===== config.mk =====
export PLATFORM = sky130hd
export DESIGN_NAME = uv_fault_supervisor
export DESIGN_NICKNAME = d
export VERILOG_FILES = /design/src/rtl/uvs_pkg.sv /design/src/rtl/uvs_persist.sv /design/src/rtl/uvs_response.sv /design/src/rtl/uv_fault_supervisor.sv
export SDC_FILE = /design/constraint.sdc
export NUM_CORES = 1
export LEC_CHECK = 0
export ABC_AREA = 1
export BUFFER_PORTS_ARGS = -buffer_cell sky130_fd_sc_hd__buf_4
export CAP_MARGIN = 30
export CORE_AREA = 2 2 100 102
export DETAILED_ROUTE_END_ITERATION = 7
export DIE_AREA = 0 0 102 104
export PLACE_DENSITY = 0.75
export SYNTH_ARGS = -nofsm -noshare
export SYNTH_HDL_FRONTEND = slang
export SYNTH_HIERARCHICAL = 1
export SYNTH_SLANG_ARGS = --single-unit

===== constraint.sdc =====
create_clock -name clk -period 1.8 [get_ports clk]
set_input_delay 0.09 -clock clk [delete_from_list [all_inputs] [get_ports clk]]
set_output_delay 0.09 -clock clk [all_outputs]
set_load 0.02 [all_outputs]

===== src/rtl/uvs_pkg.sv =====
package uvs_pkg;

  typedef enum logic [1:0] {
    ACT_NONE    = 2'b00,
    ACT_RAIL    = 2'b01,
    ACT_SYS     = 2'b10,
    ACT_SYS_ALT = 2'b11
  } uv_act_e;

  localparam int ADR_STAT = 0;
  localparam int ADR_MASK = 1;
  localparam int ADR_ACT  = 2;
  localparam int ADR_THR  = 3;
  localparam int ADR_CLR  = 4;

  function automatic logic act_turns_off_rail(input logic [1:0] code);
    return code == ACT_RAIL;
  endfunction

  function automatic logic act_stops_system(input logic [1:0] code);
    return code[1];
  endfunction

endpackage


===== src/rtl/uvs_persist.sv =====
module uvs_persist #(
  parameter int CNT_W = 8
) (
  input  logic             clk,
  input  logic             rst_n,
  input  logic             flag_async,
  input  logic [CNT_W-1:0] limit,
  output logic             fault,
  output logic             fault_rise
);

  logic             meta_q, sync_q, fault_d;
  logic [CNT_W-1:0] run_q;

  function automatic logic [CNT_W-1:0] floor_one(input logic [CNT_W-1:0] t);
    return (t == '0) ? {{(CNT_W-1){1'b0}}, 1'b1} : t;
  endfunction

  always_ff @(posedge clk or negedge rst_n) begin
    if (!rst_n) begin
      meta_q  <= 1'b0;
      sync_q  <= 1'b0;
      run_q   <= '0;
      fault_d <= 1'b0;
    end else begin
      meta_q  <= flag_async;
      sync_q  <= meta_q;
      fault_d <= fault;
      if (!sync_q)
        run_q <= '0;
      else if (run_q < floor_one(limit))
        run_q <= run_q + 1'b1;
    end
  end

  assign fault      = (run_q >= floor_one(limit));
  assign fault_rise = fault & ~fault_d;

  assert_fault_needs_flag_R1: assert property (@(posedge clk) disable iff (!rst_n)
    fault |-> $past(sync_q));

endmodule


===== src/rtl/uvs_response.sv =====
module uvs_response #(
  parameter int N_REG = 4
) (
  input  logic               clk,
  input  logic               rst_n,
  input  logic [N_REG-1:0]   fault_rise,
  input  logic [2*N_REG-1:0] act_codes,
  input  logic [N_REG-1:0]   clr_rail,
  input  logic               clr_sys,
  output logic [N_REG-1:0]   rail_off,
  output logic               sys_shutdown
);

  logic [N_REG-1:0] want_rail, want_sys;

  for (genvar i = 0; i < N_REG; i++) begin : g_dec
    assign want_rail[i] = fault_rise[i] & uvs_pkg::act_turns_off_rail(act_codes[2*i +: 2]);
    assign want_sys[i]  = fault_rise[i] & uvs_pkg::act_stops_system(act_codes[2*i +: 2]);

    assert_ignore_code_R3: assert property (@(posedge clk) disable iff (!rst_n)
      (fault_rise[i] && act_codes[2*i +: 2] == 2'b00 && !clr_rail[i]) |=> $stable(rail_off[i]));
    assert_rail_sticky_R10: assert property (@(posedge clk) disable iff (!rst_n)
      (rail_off[i] && !clr_rail[i]) |=> rail_off[i]);
    assert_rail_set_wins_R10: assert property (@(posedge clk) disable iff (!rst_n)
      want_rail[i] |=> rail_off[i]);
  end

  always_ff @(posedge clk or negedge rst_n) begin
    if (!rst_n) begin
      rail_off     <= '0;
      sys_shutdown <= 1'b0;
    end else begin
      rail_off     <= (rail_off & ~clr_rail) | want_rail;
      sys_shutdown <= (sys_shutdown & ~clr_sys) | (|want_sys);
    end
  end

  assert_sys_sticky_R10: assert property (@(posedge clk) disable iff (!rst_n)
    (sys_shutdown && !clr_sys) |=> sys_shutdown);
  assert_sys_set_wins_R3: assert property (@(posedge clk) disable iff (!rst_n)
    (|want_sys) |=> sys_shutdown);

endmodule


===== src/rtl/uv_fault_supervisor.sv =====
module uv_fault_supervisor #(
  parameter int N_REG     = 4,
  parameter int ADDR_W    = 3,
  parameter int DATA_W    = 16,
  parameter int CNT_W     = 8,
  parameter int STAT_LSB  = 8,
  parameter int THR_RESET = 16
) (
  input  logic              clk,
  input  logic              rst_n,
  input  logic [N_REG-1:0]  uv_async,
  input  logic [ADDR_W-1:0] reg_addr,
  input  logic              reg_wr,
  input  logic              reg_rd,
  input  logic [DATA_W-1:0] reg_wdata,
  output logic [DATA_W-1:0] reg_rdata,
  output logic [N_REG-1:0]  rail_off,
  output logic              sys_shutdown,
  output logic              uv_irq
);

  localparam logic [ADDR_W-1:0] AD_STAT = ADDR_W'(uvs_pkg::ADR_STAT);
  localparam logic [ADDR_W-1:0] AD_MASK = ADDR_W'(uvs_pkg::ADR_MASK);
  localparam logic [ADDR_W-1:0] AD_ACT  = ADDR_W'(uvs_pkg::ADR_ACT);
  localparam logic [ADDR_W-1:0] AD_THR  = ADDR_W'(uvs_pkg::ADR_THR);
  localparam logic [ADDR_W-1:0] AD_CLR  = ADDR_W'(uvs_pkg::ADR_CLR);
  localparam int              ACT_W   = 2 * N_REG;

  logic [N_REG-1:0] status_q, mask_q, fault, fault_rise, clr_rail;
  logic [ACT_W-1:0] act_q;
  logic [CNT_W-1:0] thr_q;
  logic             stat_read, clr_wr, clr_sys;
  logic             unused_wdata;

  for (genvar i = 0; i < N_REG; i++) begin : g_ch
    uvs_persist #(.CNT_W(CNT_W)) u_persist (
      .clk        (clk),
      .rst_n      (rst_n),
      .flag_async (uv_async[i]),
      .limit      (thr_q),
      .fault      (fault[i]),
      .fault_rise (fault_rise[i])
    );
  end

  uvs_response #(.N_REG(N_REG)) u_resp (
    .clk          (clk),
    .rst_n        (rst_n),
    .fault_rise   (fault_rise),
    .act_codes    (act_q),
    .clr_rail     (clr_rail),
    .clr_sys      (clr_sys),
    .rail_off     (rail_off),
    .sys_shutdown (sys_shutdown)
  );

  assign stat_read    = reg_rd && (reg_addr == AD_STAT);
  assign clr_wr       = reg_wr && (reg_addr == AD_CLR);
  assign clr_rail     = {N_REG{clr_wr}} & reg_wdata[N_REG-1:0];
  assign clr_sys      = clr_wr & reg_wdata[N_REG];
  assign unused_wdata = ^reg_wdata;

  always_ff @(posedge clk or negedge rst_n) begin
    if (!rst_n) begin
      status_q <= '0;
      mask_q   <= '0;
      act_q    <= '0;
      thr_q    <= CNT_W'(THR_RESET);
    end else begin
      status_q <= (status_q & ~{N_REG{stat_read}}) | fault_rise;
      if (reg_wr && reg_addr == AD_MASK) mask_q <= reg_wdata[STAT_LSB +: N_REG];
      if (reg_wr && reg_addr == AD_ACT)  act_q  <= reg_wdata[ACT_W-1:0];
      if (reg_wr && reg_addr == AD_THR)  thr_q  <= reg_wdata[CNT_W-1:0];
    end
  end

  always_comb begin
    reg_rdata = '0;
    case (reg_addr)
      AD_STAT: reg_rdata[STAT_LSB +: N_REG] = status_q;
      AD_MASK: reg_rdata[STAT_LSB +: N_REG] = mask_q;
      AD_ACT:  reg_rdata[ACT_W-1:0]         = act_q;
      AD_THR:  reg_rdata[CNT_W-1:0]         = thr_q;
      default: reg_rdata = '0;
    endcase
  end

  assign uv_irq = |(status_q & ~mask_q);

  for (genvar i = 0; i < N_REG; i++) begin : g_chk
    assert_status_on_edge_R5: assert property (@(posedge clk) disable iff (!rst_n)
      fault_rise[i] |=> status_q[i]);
    assert_read_clears_R6: assert property (@(posedge clk) disable iff (!rst_n)
      (stat_read && !fault_rise[i]) |=> !status_q[i]);
    assert_no_spurious_set_R5: assert property (@(posedge clk) disable iff (!rst_n)
      (!status_q[i] && !fault_rise[i]) |=> !status_q[i]);
  end

  assert_irq_has_source_R9: assert property (@(posedge clk) disable iff (!rst_n)
    uv_irq |-> (status_q != '0));

endmodule


### Yosys cells after proc, flatten, opt, wreduce, memory -nomap -nowiden

Cells that the tools add are included.

| word-level totals | value |
|---|---|
| bits in registers | 73 |
| latch bits | 0 |
| memory bits (writable) | 0 |
| memory bits (read-only) | 0 |
| bits of input ports | 27 |
| output and inout port bits | 22 |
| logic and storage cells | 95 |
| memories | 0 |

| cells by class | value |
|---|---|
| add/subtract/negate cells | 4 |
| multipliers | 0 |
| div/mod/pow operators | 0 |
| magnitude comparators | 8 |
| equality and inequality tests | 12 |
| shift-type cells | 0 |
| multiplexer cells | 11 |
| bitwise gates (word level) | 29 |
| reductions and logical operators | 9 |

Operators with widths:

| operator | number |
|---|---|
| 8-bit 2-to-1 mux | 9 |
| 8-bit by 1-bit adder with 8-bit output (second input constant) | 4 |
| 8-bit >= comparator | 4 |
| 8-bit less-than comparator | 4 |
| 4-bit AND | 4 |
| 8-bit case mux with 2 select lines | 1 |
| 1-bit AND | 14 |
| 4-bit NOT | 3 |
| 2-bit by 1-bit equality test with 1-bit output (second input constant) | 4 |
| 8-bit logical NOT | 1 |
| 2-bit != test (second input constant) | 4 |
| 4-bit OR | 2 |
| 4-bit case mux with 2 select lines | 1 |
| 4-bit OR reduction | 2 |
| 3-bit by 2-bit equality test with 1-bit output (second input constant) | 2 |
| 1-bit logical AND | 5 |
| 1-bit NOT | 5 |
| 3-bit by 1-bit equality test with 1-bit output (second input constant) | 1 |
| 3-bit equality test (second input constant) | 1 |
| 3-bit logical NOT | 1 |
| 1-bit OR | 1 |

### Longest topological paths before layout

| depth | value |
|---|---|
| depth after elaboration | 7 |
| gate-level depth with buffers | 18 |

### Hierarchy

Netlist, hierarchy kept.

Modules (own cells, without submodules):

| module | instances | cells an instance | area an instance (µm²) | seq. area each (µm²) |
|---|---|---|---|---|
| uvs_persist (g_ch[1].u_persist ...) | 3 | 118 | 877.1 | 275.3 |
| uv_fault_supervisor | 1 | 177 | 1316.3 | 601.8 |
| uvs_persist (g_ch[0].u_persist) | 1 | 119 | 834.6 | 275.3 |
| uvs_response | 1 | 29 | 235.2 | 125.1 |

### Worst setup path before layout

Ideal clock, no wire load.

| timing path | value |
|---|---|
| kind | register to register |
| start point | register thr_q[4] |
| end point | register u_resp.sys_shutdown |
| arrival | 1773 ps |
| required time | 1735 ps |
| setup slack | -38 ps |
| stages on the path, launching flop included | 19 |
| path buffers | 0 |
| clock period less this slack | 1838 ps |
| path through | dfstp_2 inv_1 nand3_1 nor3_1 a31o_2 ha_1 inv_1 nand2_1 nand2_1 nand2_1 nand2_1 nand2_4 nand3_1 nand2_1 inv_1 nand2_1 nand2_1 nor2_1 nand2_1 |

| between the ends | value |
|---|---|
| cells in the longest elaborated chain, start to end | 7 |

Ends and longest elaborated chain:

| item | RTL line | RTL |
|---|---|---|
| start: declaration | uv_fault_supervisor.sv:31 | `logic [CNT_W-1:0] thr_q;` |
| start signal: assignment | uv_fault_supervisor.sv:68 | `thr_q <= CNT_W'(THR_RESET);` |
| start signal: assignment | uv_fault_supervisor.sv:73 | `if (reg_wr && reg_addr == AD_THR) thr_q <= reg_wdata[CNT_W-1:0];` |
| 8-bit logical NOT | uvs_persist.sv:16 | `return (t == '0) ? {{(CNT_W-1){1'b0}}, 1'b1} : t;` |
| 8-bit 2-to-1 mux * | uvs_persist.sv:16 |  |
| 8-bit >= comparator * | uvs_persist.sv:36 | `assign fault = (run_q >= floor_one(limit));` |
| net fault[0] | uv_fault_supervisor.sv:29 | `logic [N_REG-1:0] status_q, mask_q, fault, fault_rise, clr_rail;` |
| 1-bit AND * | uvs_persist.sv:37 | `assign fault_rise = fault & ~fault_d;` |
| net fault_rise[0] | uv_fault_supervisor.sv:29 |  |
| 1-bit AND * | uvs_response.sv:18 | `assign want_sys[i] = fault_rise[i] & uvs_pkg::act_stops_system(act_codes[2*i +: 2]);` |
| 4-bit OR reduction * | uvs_response.sv:34 | `sys_shutdown <= (sys_shutdown & ~clr_sys) \| (\|want_sys);` |
| 1-bit OR * | uvs_response.sv:34 |  |
| end signal: assignment | uvs_response.sv:34 |  |
| end: declaration | uvs_response.sv:11 | `output logic sys_shutdown` |

Mark *: on every way through the listed nets, which the timed path passes. The rest lies on a longest branch.
A chain may end at the register's enable or synchronous reset.

### Worst setup path after layout

| timing path | value |
|---|---|
| start point | register thr_q[5] |
| end point | register g_ch[0].u_persist.fault_d |

| between the ends | value |
|---|---|
| cells in the longest elaborated chain, start to end | 3 |

Ends and longest elaborated chain:

| item | RTL line | RTL |
|---|---|---|
| 8-bit logical NOT | uvs_persist.sv:16 |  |
| 8-bit 2-to-1 mux * | uvs_persist.sv:16 |  |
| 8-bit >= comparator * | uvs_persist.sv:36 |  |
| net fault[0] | uv_fault_supervisor.sv:29 |  |
| end signal: assignment | uvs_persist.sv:28 | `fault_d <= fault;` |
| end: declaration | uvs_persist.sv:12 | `logic meta_q, sync_q, fault_d;` |

Marked as above.

==> flow_metrics.tcl <==
set metrics [dict create \
    status "finished with violations" \
    violations "setup timing" \
    avgSynthCellArea_um2 7.39 \
    clkSlewWorstSetupHoldPaths_ps 80 \
    dp_hpwl_um 8770 \
    antenna_found_initial 0 \
    gr-usage-all-layers_pct 23.8 \
    floorplan.die_area_mm2 0.0106 \
    timing_max_transition_violations_final 0 \
    timing.final.hold_violations 0 \
    finish.instance_area_mm2 0.00640 \
    tritoncts_clock_tree "yes" \
    worst_hold_margin_ps 16.9 \
    post_synth_num_cell_types 30 \
    insertedDiodeCount 0 \
    detail_route.iter0.violations 200 \
    vdd_drop_max_v 0.000733 \
    postSynthRegisterBits 73 \
    final.setup.worst_slack_ps -190 \
    post_synthesis_instance_area_mm2 0.00502 \
    grt_max_degree 39 \
    fmax_mhz 503 \
    route.detailed.wl_per_inst_um 13.3 \
    setup.reg_to_reg.worst_slack_ps -190 \
    ws_path_type "flop to flop" \
    design.final.nets 851 \
    layout-drive-gt1-share_pct 32.2 \
    die_y_um 104 \
    count_of_flip_flops_with_a_built_in_enable_after_synthesis 0 \
    cp_data_arrival_time_ps 2250 \
    grt_overflow_total 0 \
    detail_route.drc_violations 0 \
    gp_routability_congestion 0.869 \
    path_max_fanout 5 \
    p_leak_nw 3.51 \
    synthMostInstantiatedCell "sky130_fd_sc_hd__nand2_1" \
    dp.cells 881 \
    post_synthesis_cell_type_with_the_largest_combined_area "sky130_fd_sc_hd__dfrtp_1" \
    placement.setup.worst_slack_ps -159 \
    drt_pre_antenna_iters 5 \
    design.core.area_mm2 0.00955 \
    worst_slew_margin_rel_pct 66.6 \
    synth_warnings 6 \
    power.density_cell_area_mw_per_mm2 939 \
    vias_per_cell 5.21 \
    postRouteAntennaNets 0 \
    netlist.area_leader.share_pct 35.9 \
    cts_h_tree_depth 3 \
    worst_clock_skew_ps 14.6 \
    max_cap_viol_count 0 \
    worstMarginPinSlew_ps 500 \
    max-clock-path-buffers 2 \
    area_post_placement_mm2 0.00572 \
    timing.critical_path.to_type "flop" \
    postSynthCellCount 679 \
    detailed_route_wire_length_um 12300 \
    min_period_over_period_pct 111 \
    clock_sink_count 73 \
    numCtsBuffers 9 \
    timing.setup.tns_ps -2920 \
    vias 4828 \
    clockRootBuffer "sky130_fd_sc_hd__clkbuf_8" \
    synth_area_leaders "sky130_fd_sc_hd__dfrtp_1, sky130_fd_sc_hd__nand2_1, sky130_fd_sc_hd__ha_1, sky130_fd_sc_hd__inv_1, sky130_fd_sc_hd__nand3_1" \
    grt_pass1_wl_um 20400 \
    synthArstFlopShare_pct 100 \
    clk-insertion-delay-late_ps 360 \
    stdcell_count 926 \
    layout_min_cycle_time_ps 1990 \
    area_growth_pct 27.6 \
    synth_top_flop_cell "sky130_fd_sc_hd__dfrtp_1" \
    grt_setup_unrepaired "yes" \
    critical_path.startpoint_type "flop" \
    setup_violations 32 \
    chipWidth_um 102 \
    first_global_vias 4634 \
    synth_sequential_area_ratio_pct 36.4 \
    rows 36 \
    critical_path_required_ps 2060 \
    synth_top_cells_by_count "sky130_fd_sc_hd__nand2_1, sky130_fd_sc_hd__inv_1, sky130_fd_sc_hd__dfrtp_1, sky130_fd_sc_hd__nand3_1, sky130_fd_sc_hd__nand4_1" \
    port-buffer-count 40 \
    hp-class "input port to flop" \
    initial_core_util_pct 52.5 \
    io_pins 49 \
]
critical path, stage by stage, from the launching register on:
cell	delay (ps)
sky130_fd_sc_hd__dfrtp_2	480
sky130_fd_sc_hd__buf_6	140
sky130_fd_sc_hd__nor3_2	140
sky130_fd_sc_hd__a31o_2	190
sky130_fd_sc_hd__ha_4	130
sky130_fd_sc_hd__inv_2	30
sky130_fd_sc_hd__nand2_2	40
sky130_fd_sc_hd__nand2_1	50
sky130_fd_sc_hd__nand2_1	70
sky130_fd_sc_hd__nand2_2	70
sky130_fd_sc_hd__nand2_4	100
sky130_fd_sc_hd__nand3_4	70
sky130_fd_sc_hd__buf_4	130
sky130_fd_sc_hd__buf_4	120
sky130_fd_sc_hd__buf_4	120
cell families (layout without fill, tap and decap cells):
kind of cell             count (synthesis)  after routing  synth area share (%)
AND/OR/NAND/NOR                        405            405                  39.9
buffers and inverters                  137            248                  11.2
flip-flops                              73             73                  36.4
adder cells (fa/ha/maj)                 36             36                  8.98
AO/OA/AOI/OAI                           27             27                  3.34
other                                    1              4                0.0747
where the power goes:
part / switching [mW] / leakage (nW) / internal (mW)
Sequential: 0.336 / 0.927 / 1.97
Combinational: 1.47 / 2.51 / 1.10
Clock: 0.635 / 0.0793 / 0.498
Total: 2.44 / 3.51 / 3.57
layer usage:
layer	global-route usage, %	share of wire (%)	up-vias
li1	-	-	2382
met2	40.7	51	117
met1	29.4	43	2305
met4	7.05	2.3	0
met3	6.05	3.8	24
met5	0	0	-
cell usage in the layout, fill, tap and decap left out, types with 9 or more instances in the layout:
cell | Yosys | final
sky130_fd_sc_hd__a21oi_1 | 12 | 11
sky130_fd_sc_hd__buf_4 | 5 | 87
sky130_fd_sc_hd__clkbuf_8 | 0 | 9
sky130_fd_sc_hd__dfrtp_1 | 72 | 67
sky130_fd_sc_hd__dlygate4sd3_1 | 0 | 14
sky130_fd_sc_hd__ha_1 | 36 | 32
sky130_fd_sc_hd__inv_1 | 100 | 78
sky130_fd_sc_hd__inv_2 | 17 | 39
sky130_fd_sc_hd__nand2_1 | 205 | 189
sky130_fd_sc_hd__nand2_2 | 15 | 29
sky130_fd_sc_hd__nand2_4 | 11 | 10
sky130_fd_sc_hd__nand3_1 | 65 | 42
sky130_fd_sc_hd__nand3_2 | 6 | 27
sky130_fd_sc_hd__nand4_1 | 45 | 45
sky130_fd_sc_hd__nor2_1 | 27 | 27
sky130_fd_sc_hd__nor3_1 | 10 | 9
registers in the layout, summed over array words and instances, names as in the netlist:
register	count
act_q	8
g_ch.u_persist/fault_d	4
g_ch.u_persist/meta_q	4
g_ch.u_persist/run_q	32
g_ch.u_persist/sync_q	4
mask_q	4
status_q	4
thr_q	8
u_resp/rail_off	4
u_resp/sys_shutdown	1
final timing paths:
| path | startpoint | to | cells past startpoint |
|---|---|---|---|
| worst min register to register | g_ch[0].u_persist/meta_q$_DFF_PN0_ | g_ch[0].u_persist/sync_q$_DFF_PN0_ | 0 |
| worst min-delay path | reg_wdata[10] | mask_q[2]$_DFFE_PN0P_ | 3 |
| worst max register to register | thr_q[5]$_DFFE_PN0P_ | g_ch[0].u_persist/fault_d$_DFF_PN0_ | 14 |
| worst max-delay path | thr_q[5]$_DFFE_PN0P_ | g_ch[0].u_persist/fault_d$_DFF_PN0_ | 14 |
| min in group asynchronous | rst_n | status_q[3]$_DFF_PN0_ | 2 |
| max in group asynchronous | rst_n | thr_q[4]$_DFFE_PN1P_ | 3 |
final cells by class:
type	count	area (um2)
multi-input cells	472	2870
clock inverters	5	33.8
repair buffers	109	896
flip-flops and latches	73	1830
inverters	123	469
fillers	768	3150
well taps	133	166
clock buffers	11	131
per-stage QoR:
step	utilization (%)	power [mW]
floorplan	-	3.65
global placement	59.9	4.33
detailed placement	59.9	4.46
CTS	64.3	5.78
global route	67.0	6.46
finish	67.0	6.01
what timing repair did:
item                       4_1_cts  5_1_grt
setup buffers                    6        9
gates resized for setup         29       60
pin swaps                        8       21
setup endpoints to repair       40       42
hold buffers                    14        0
hold endpoints to repair        53        0
Note: power is estimated with default switching activity, not from simulation.
